<file path="src/rtl/byte_muldiv.sv">
module byte_muldiv #(
  parameter int W = 8
) (
  input  logic         clk,
  input  logic         rst_n,
  input  logic         start,
  input  logic         op_div,
  input  logic [W-1:0] a_in,
  input  logic [W-1:0] b_in,
  output logic         busy,
  output logic         done,
  output logic [W-1:0] res_a,
  output logic [W-1:0] res_b,
  output logic         cy,
  output logic         ov
);
  localparam int CW = (W > 1) ? $clog2(W) : 1;
  localparam logic [CW-1:0] LAST = CW'(W - 1);

  logic [W-1:0]  hi, lo, opb;
  logic [CW-1:0] cnt;
  logic          mode;

  // multiply step: add multiplicand into upper half when lsb set, shift right
  logic [W:0]    sum;
  logic [2*W:0]  mul_cat;
  assign sum     = {1'b0, hi} + (lo[0] ? {1'b0, opb} : '0);
  assign mul_cat = {sum, lo};

  // divide step: restoring trial subtraction of shifted remainder
  logic [W:0]   trial;
  logic         fits;
  assign trial = {hi, lo[W-1]} - {1'b0, opb};
  assign fits  = ~trial[W];

  logic [W-1:0] hi_nx, lo_nx;
  assign hi_nx = mode ? (fits ? trial[W-1:0] : {hi[W-2:0], lo[W-1]}) : mul_cat[2*W:W+1];
  assign lo_nx = mode ? {lo[W-2:0], fits} : mul_cat[W:1];

  assign cy = 1'b0;

  always_ff @(posedge clk or negedge rst_n) begin
    if (!rst_n) begin
      busy  <= 1'b0;
      done  <= 1'b0;
      res_a <= '0;
      res_b <= '0;
      ov    <= 1'b0;
      hi    <= '0;
      lo    <= '0;
      opb   <= '0;
      cnt   <= '0;
      mode  <= 1'b0;
    end else begin
      done <= 1'b0;
      if (!busy && start) begin
        mode <= op_div;
        opb  <= b_in;
        if (op_div && b_in == '0) begin
          res_a <= '1;
          res_b <= '1;
          ov    <= 1'b1;
          done  <= 1'b1;
        end else begin
          busy <= 1'b1;
          cnt  <= '0;
          hi   <= '0;
          lo   <= a_in;
        end
      end else if (busy) begin
        hi  <= hi_nx;
        lo  <= lo_nx;
        cnt <= cnt + 1'b1;
        if (cnt == LAST) begin
          busy  <= 1'b0;
          done  <= 1'b1;
          res_a <= lo_nx;
          res_b <= hi_nx;
          ov    <= mode ? 1'b0 : |hi_nx;
        end
      end
    end
  end

  p_done_pulse_r4: assert property (@(posedge clk) disable iff (!rst_n)
    done |=> !done);
  p_done_idle_r4: assert property (@(posedge clk) disable iff (!rst_n)
    busy |-> !done);
  p_mul_ov_r3: assert property (@(posedge clk) disable iff (!rst_n)
    (done && !mode) |-> (ov == (res_b != '0)));
  p_div_rem_r5: assert property (@(posedge clk) disable iff (!rst_n)
    (done && mode && opb != '0) |-> (res_b < opb && !ov));
  p_div_zero_r6: assert property (@(posedge clk) disable iff (!rst_n)
    (start && !busy && op_div && b_in == '0) |=> (done && !busy && ov && res_a == '1 && res_b == '1));
  p_hold_r7: assert property (@(posedge clk) disable iff (!rst_n)
    busy |-> ($stable(res_a) && $stable(res_b) && $stable(ov)));
  p_ignore_start_r8: assert property (@(posedge clk) disable iff (!rst_n)
    (busy && start && cnt != LAST) |=> busy);
endmodule

</file>
<file path="config.mk">
export PLATFORM = sky130hd
export DESIGN_NAME = byte_muldiv
export DESIGN_NICKNAME = d
export VERILOG_FILES = /design/src/rtl/byte_muldiv.sv
export SDC_FILE = /design/constraint.sdc
export NUM_CORES = 1
export LEC_CHECK = 0
export ABC_AREA = 1
export BUFFER_PORTS_ARGS = -buffer_cell sky130_fd_sc_hd__buf_2
export CAP_MARGIN = 10
export CORE_MARGIN = 5
export CORE_UTILIZATION = 25
export DETAILED_ROUTE_END_ITERATION = 8
export GPL_TIMING_DRIVEN = 1
export PLACE_DENSITY = 0.45
export SLEW_MARGIN = 5
export SYNTH_ARGS = -nofsm -noshare
export SYNTH_HDL_FRONTEND = slang
export SYNTH_SLANG_ARGS = --single-unit
</file>
<file path="constraint.sdc">
create_clock -name clk -period 2.26 [get_ports clk]
set_input_delay 0 -clock clk [delete_from_list [all_inputs] [get_ports clk]]
set_output_delay 0 -clock clk [all_outputs]
set_load 0.005 [all_outputs]
</file>
==> results by group, run 1 <==
Status
  • Status: finished, final reports clean

Floorplan
  • Y dimension of the die: 120 microns
  • Starting utilization of the core area: roughly a quarter
  • Core area: 0.0120 sq mm
  • Chip width: 120 microns
  • Total I/O pin count: 40
  • Area of the die: 0.0144 sq mm
  • Row count: 40

Drt
  • DRC violations left: 0
  • First-pass detailed-route iteration total: 4
  • Detail Route Antenna Nets: 0
  • Routed wire length: a little under 9000 microns
  • Number of violations reported at the end of detailed-routing iteration 0: ~170
  • Routed vias: 2801
  • Routed WL per cell: 14.4 microns
  • Via density per instance: ~4.6

Global route
  • Vias in the first global route: 2761
  • First-pass GRT wire length: 14200 microns
  • Number of antenna violations at the first check in global routing: 0
  • Remaining global-route overflow: 0
  • Total routing usage reported by global routing: 12.3%
  • Largest net degree at the start of global routing: 26

Worst setup path
  • Critical path peak fanout: 3
  • Number of cells on the worst reg-to-reg path: 15
  • Critical path startpoint category: register
  • Crit end category: register
  • Critical path arrival: 2.32 ns
  • Worst path required time: 2.44 ns
  • Kind of critical path: register to register

Worst hold path
  • Worst min-delay path class: input port to register
  • Hold Path Stages: 3

Logic synthesis
  • Mean post-synth cell area: 7.69 sq um
  • Syn_nets: 434
  • Number of enable flip-flop cells after synthesis: 0
  • Mux contribution to synthesized area: 0%
  • Most common flop cell mapped by yosys: sky130_fd_sc_hd__dfrtp_1
  • Asr flop ratio synth: 100%
  • Yosys warns: 0
  • Combinational family with the most area after synthesis: simple AND/OR/NAND/NOR gates
  • Count of distinct cell types in the synthesized netlist: 36
  • Area leader, netlist: sky130_fd_sc_hd__dfrtp_1
  • Adder-cell share of the synthesized area: under 10%
  • Synthesized-area fraction occupied by ao, oa, aoi and oai cells: 13.5%
  • Post-synthesis simple-gate area fraction: 28.0%
  • Cell area after synthesis: slightly above 0.003 sq mm
  • Share of the synthesized area in the top cell type: 38.8%
  • Area share of xor/xnor cells in the synthesized design: 1.44%
  • Leading post-synthesis cells by cell area: sky130_fd_sc_hd__dfrtp_1 (39%), sky130_fd_sc_hd__nand2_1 (14%), sky130_fd_sc_hd__ha_1 (7.4%)
  • Synthesized flop and latch total: 47
  • Register area share after synthesis: 38.8%
  • Cell types with the highest counts after synthesis: sky130_fd_sc_hd__nand2_1 (111), sky130_fd_sc_hd__inv_1 (57), sky130_fd_sc_hd__dfrtp_1 (47)
  • Dominant cell by count in the synthesized netlist: sky130_fd_sc_hd__nand2_1
  • Synthesized netlist cell count: 394

Pwr
  • Maximum VDD drop: 531 uV
  • Internal Pwr Total: 3.64 mW
  • Clock power share: 10.5%
  • Power density over cell area: 1790 mW/mm^2
  • Net switching share of the total power: 48.5%
  • Sw Pwr: 3.43 mW
  • Combinational fraction of design power: 67.3%
  • Reported leakage power: slightly above 2 nW
  • Total design power: 7.07 mW
  • Sequential fraction of design power: 22.3%

Timing
  • Setup skew after layout: 0.00999 ns
  • Max Slew Vio Count: 0
  • Transition time of the tightest slew-check pin: 0.613 ns
  • Setup repair after global routing missed its margin: true
  • Final hold viol count: 0
  • Final-report setup violation count: 0
  • Hold slack final: roughly 0.013 ns
  • Minimum clock period after layout: about 2.1 ns
  • Upper clock frequency limit: 467 MHz
  • Worst slew margin relative to its limit: 59.1%
  • Period Utilization, post-route: 94.8%
  • Final TNS setup: 0 ns

Flow run
  • Max Cap Viol: 0

Layout
  • Final cell count without fillers: a little over 600
  • Nets: 502
  • Fill cells: 1278
  • Antenna Cells: 0
  • Fraction of layout cells with a size suffix above 1: 27.1%
  • Area growth from synthesis to layout: 30.3%

Placement
  • Final HPWL DP: roughly 6700 microns
  • Total of buffers placed on input and output ports: 38
  • Gp weighted congestion: around 0.89
  • Placed Instances: 585

Clocking
  • Buffer levels on the longest clock path: 2
  • Inserted Clock Buffers: 5
  • Clock edge transition at the registers on the reported setup and hold paths: ~0.070 ns
  • Clock sinks: 47
  • Number of levels in the clock H-tree: 2
  • Clock tree from TritonCTS: yes
  • Later-pin clock latency in the skew report: 0.30 ns
  • Clock tree root driver cell: sky130_fd_sc_hd__clkbuf_16
[repair_timing]
action | in CTS | in global routing
resized for setup | 4 | 38
hold endpoints to repair | 36 | 0
pin swaps | 1 | 13
cloned | 0 | 0
endpoints found under the setup margin | 3 | 14
buffers inserted | 0 | 3
hold buffers | 14 | 0
[cell usage in the layout, fill, tap and decap left out, types with 3 or more instances in the layout]
| cell | instances |
|---|---|
| sky130_fd_sc_hd__dlygate4sd3_1 | 14 |
| sky130_fd_sc_hd__nand3_2 | 8 |
| sky130_fd_sc_hd__clkbuf_16 | 5 |
| sky130_fd_sc_hd__nor2_1 | 14 |
| sky130_fd_sc_hd__o21ai_2 | 4 |
| sky130_fd_sc_hd__nand2_4 | 6 |
| sky130_fd_sc_hd__nand3_4 | 3 |
| sky130_fd_sc_hd__dfrtp_1 | 47 |
| sky130_fd_sc_hd__o21ai_0 | 30 |
| sky130_fd_sc_hd__buf_4 | 21 |
| sky130_fd_sc_hd__ha_4 | 4 |
| sky130_fd_sc_hd__buf_2 | 38 |
| sky130_fd_sc_hd__ha_1 | 12 |
| sky130_fd_sc_hd__inv_1 | 54 |
| sky130_fd_sc_hd__inv_2 | 5 |
| sky130_fd_sc_hd__nand3_1 | 17 |
| sky130_fd_sc_hd__nand2_2 | 13 |
| sky130_fd_sc_hd__o211ai_1 | 10 |
| sky130_fd_sc_hd__nand2_1 | 105 |
| sky130_fd_sc_hd__o22ai_1 | 4 |
| sky130_fd_sc_hd__a21oi_1 | 12 |
| sky130_fd_sc_hd__xor2_1 | 3 |
| sky130_fd_sc_hd__nor2_2 | 3 |
[sequential cells by signal, indices dropped and copies added, names as in the netlist]
register,flops
hi,8
lo,8
opb,8
res_a,8
res_b,8
cnt,3
busy,1
done,1
mode,1
ov,1
[power by group through the flow]
stage | Sequential, mW | Clock [mW] | Combinational (mW)
global route | 1.63 | 0.803 | 5.33
finish | 1.57 | 0.741 | 4.76
detailed placement | 1.56 | 0 | 4.20
global placement | 1.56 | 0 | 4.21
floorplan | 1.51 | 0 | 2.95
CTS | 1.55 | 0.779 | 4.27
[logic make-up (layout without fill, tap and decap cells)]
group,Yosys count,after routing
flops,47,47
fa+ha+maj,20,20
other cells,1,1
xor+xnor,5,5
buf+inv,71,139
compound gates,69,69
simple gates,181,181
[critical path: stages (launching register included)]
cell	delay, ns
sky130_fd_sc_hd__dfrtp_1	0.43
sky130_fd_sc_hd__nand2_1	0.10
sky130_fd_sc_hd__inv_2	0.04
sky130_fd_sc_hd__ha_4	0.16
sky130_fd_sc_hd__fa_2	0.37
sky130_fd_sc_hd__nand3_2	0.09
sky130_fd_sc_hd__nand3_4	0.08
sky130_fd_sc_hd__nand3_2	0.07
sky130_fd_sc_hd__and2_4	0.14
sky130_fd_sc_hd__nor2_2	0.04
sky130_fd_sc_hd__o21ai_2	0.13
sky130_fd_sc_hd__o21ai_2	0.10
sky130_fd_sc_hd__nor2_2	0.10
sky130_fd_sc_hd__nand3_1	0.07
sky130_fd_sc_hd__nand2_1	0.06
sky130_fd_sc_hd__nand2_1	0.04
[layer usage]
metal | vias up | global-route usage, % | share of wire [%]
met5 | - | 0 | 0
met4 | 0 | 3.58 | 1.8
met3 | 12 | 1.79 | 3.8
met2 | 68 | 20.3 | 49
met1 | 1323 | 16.6 | 46
li1 | 1398 | - | -
[metrics by stage]
stage	instance area, sq um	util [%]	setup WS, ns
6_report	3950	33.0	0.118
5_1_grt	3950	33.0	-0.0386
4_1_cts	3760	31.5	0.0146
3_5_place_dp	3480	29.1	-0.128
3_3_place_gp	3480	29.1	-0.115
2_1_floorplan	3030	-	0.0254
[worst paths after layout]
kind                          start       end  slack, ns
max                          opb[0]        ov       0.12
min reg2reg                res_a[3]  res_a[3]       0.47
max in group asynchronous     rst_n    opb[3]       1.37
min                         a_in[1]     lo[1]       0.01
min in group asynchronous     rst_n    opb[5]       0.25
max reg2reg                  opb[0]        ov       0.12
[area by class of cell]
cell class | instances | area (sq um) | share of cell area (%)
Sequential cell | 47 | 1180 | 29.8
Tap cell | 147 | 184 | 4.65
Inverter | 59 | 221 | 5.60
Clock buffer | 5 | 125 | 3.17
Timing Repair Buffer | 73 | 488 | 12.3
Multi-Input combinational cell | 276 | 1740 | 44.1
Clock inverter | 2 | 13.8 | 0.348
(Power assumes the default switching activity.)
==> run 2: changes to the inputs <==
CORE_ASPECT_RATIO = 1.75   (was not set)
PLACE_DENSITY = 0.42   (was 0.45)
==> results by group, run 2 (synthesis results as in run 1) <==
Status
  • Status: finished, final reports clean

Timing
  • Setup repair after global routing missed its margin: true
  • Final hold viol count: 0
  • Worst slew margin relative to its limit: 59.3%
  • Max Slew Vio Count: 0
  • Minimum clock period after layout: 2.20 ns
  • Transition time of the tightest slew-check pin: 0.611 ns
  • Period Utilization, post-route: 97.5%
  • Upper clock frequency limit: 454 MHz
  • Setup skew after layout: 0.00906 ns
  • Final-report setup violation count: 0

Layout
  • Area growth from synthesis to layout: 31.5%
  • Fill cells: 1285
  • Nets: approximately 500
  • Most common library cell in the layout ignoring fill and taps: sky130_fd_sc_hd__nand2_1
  • Fraction of layout cells with a size suffix above 1: 27.2%
  • Highest-count cells in the layout ignoring fill and taps: sky130_fd_sc_hd__nand2_1 (104), sky130_fd_sc_hd__inv_1 (55), sky130_fd_sc_hd__dfrtp_1 (47)
  • Antenna Cells: 0
  • Final cell count without fillers: 608

Clocking
  • Clock tree root driver cell: sky130_fd_sc_hd__clkbuf_16
  • Clock sinks: 47
  • Later-pin clock latency in the skew report: 0.30 ns
  • Inserted Clock Buffers: 5
  • Number of levels in the clock H-tree: 2
  • Clock edge transition at the registers on the reported setup and hold paths: 0.07 ns
  • Buffer levels on the longest clock path: 2
  • Clock tree from TritonCTS: yes

Flow run
  • Max Cap Viol: 0

Placement
  • Gp weighted congestion: roughly 0.77
  • Total of buffers placed on input and output ports: 38
  • Placed Instances: slightly below 600
  • Final HPWL DP: 7540 microns

Pwr
  • Clock power share: a little over a tenth
  • Power density over cell area: 1840 mW/mm^2
  • Sw Pwr: about 3.6 mW
  • Combinational fraction of design power: 67.8%
  • Sequential fraction of design power: between 20% and 30%
  • Net switching share of the total power: 48.6%
  • Total design power: 7.33 mW
  • Internal Pwr Total: 3.77 mW
  • Reported leakage power: 2.06 nW
  • Maximum VDD drop: 709 uV

Worst setup path
  • R2R Path Start: hi[4]
  • Capturing element of the worst setup path: ov
  • Setup slack of the most critical reg-to-reg path: 0.06 ns
  • Worst setup path startpoint: hi[4]
  • Crit end category: register
  • FF-to-FF End: ov
  • Critical path peak fanout: 5
  • Number of cells on the worst reg-to-reg path: 15
  • Worst path required time: 2.44 ns
  • Critical path arrival: 2.39 ns
  • Critical path startpoint category: register
  • Kind of critical path: register to register

Floorplan
  • Area of the die: roughly 0.015 sq mm
  • Chip width: 93.2 microns
  • Row count: 53
  • Starting utilization of the core area: between 20% and 30%
  • Y dimension of the die: 156 microns
  • Core area: 0.0119 sq mm
  • Total I/O pin count: 40

Global route
  • Vias in the first global route: 2842
  • Number of antenna violations at the first check in global routing: 0
  • Total routing usage reported by global routing: a little over an eighth
  • Largest net degree at the start of global routing: 48
  • Remaining global-route overflow: 0
  • First-pass GRT wire length: 14900 microns

Drt
  • First-pass detailed-route iteration total: 4
  • Routed WL per cell: 15.5 microns
  • Routed vias: around 2800
  • Routed wire length: approximately 9400 microns
  • DRC violations left: 0
  • Number of violations reported at the end of detailed-routing iteration 0: 164
  • Detail Route Antenna Nets: 0
  • Via density per instance: between 4 and 5

Worst hold path
  • Hold Crit Start: op_div
  • Worst min-delay path class: input port to register
run 2: cell types whose count changed in the layout (fill, tap and decap cells not counted), moves of 2 or more:
cell / previous run / this run
sky130_fd_sc_hd__o21ai_1: 2 / 4
sky130_fd_sc_hd__o21ai_2: 4 / 2
sky130_fd_sc_hd__ha_1: 12 / 15
sky130_fd_sc_hd__buf_4: 21 / 28
sky130_fd_sc_hd__ha_4: 4 / 1
run 2: cell type report:
cell class	count	area (sq um)	share of cell area [%]
clock inverter	2	16.3	0.408
inverter	59	221	5.55
timing repair buffer	81	551	13.8
sequential	47	1180	29.5
multi-input combinational	276	1710	43.0
tap	137	171	4.30
clock buffer	6	139	3.48
run 2: repair_timing:
action / CTS / global route
pin swaps: 1 / 14
setup endpoints to repair: 2 / 12
gates resized for setup: 5 / 32
hold buffers: 15 / 0
endpoints found under the hold margin: 61 / 0
buffers inserted: 0 / 5
run 2: worst max-delay path, cell delays in order, from the launching register on:
cell and delay, ns:
sky130_fd_sc_hd__dfrtp_1 0.43, sky130_fd_sc_hd__ha_1 0.40, sky130_fd_sc_hd__nand2_1 0.10, sky130_fd_sc_hd__nand2_2 0.07, sky130_fd_sc_hd__a21oi_4 0.22, sky130_fd_sc_hd__nand2_4 0.10
sky130_fd_sc_hd__nand2_4 0.10, sky130_fd_sc_hd__nand3_1 0.07, sky130_fd_sc_hd__nand3_1 0.10, sky130_fd_sc_hd__nand2_2 0.07, sky130_fd_sc_hd__inv_1 0.08, sky130_fd_sc_hd__nand2_1 0.06
sky130_fd_sc_hd__nor2_1 0.10, sky130_fd_sc_hd__nand3_1 0.07, sky130_fd_sc_hd__nand2_1 0.06, sky130_fd_sc_hd__nand2_1 0.05
run 2: power groups by stage:
stage                     clock, mW  sequential, mW  combinational (mW)
after floorplan                   0            1.51                2.95
after global placement            0            1.58                4.40
after detailed placement          0            1.58                4.38
after CTS                     0.822            1.57                4.50
after global routing          0.855            1.62                5.53
final                         0.790            1.57                4.97
run 2: through the flow:
step	setup TNS (ns)	cell area, sq um	hold slack (ns)	utilization, %	worst slack, ns
after floorplan	0	3030	-0.296	-	0.0254
after global placement	-0.0291	3500	0.141	29.3	-0.0209
after detailed placement	-0.0152	3500	0.140	29.3	-0.00884
after CTS	0	3820	0.0253	32.0	0.0217
after global routing	-0.190	3990	0.0484	33.4	-0.0999
final	0	3990	0.0244	33.4	0.0573
run 2: worst min-delay path by stage:
stage               end  slack (ns)  cells past startpoint
6_report           mode        0.02                      3
5_1_grt            mode        0.05                      3
4_1_cts            mode        0.03                      3
3_5_place_dp   res_a[0]        0.14                      2
3_3_place_gp   res_a[1]        0.14                      2
2_1_floorplan      busy       -0.30                      0
run 2: per-layer routing:
metal	track usage, %	vias up	wire length (microns)
li1	-	1411	-
met1	12.9	1315	3340
met2	27.2	58	5480
met3	1.64	18	215
met4	6.92	0	402
met5	0	-	0
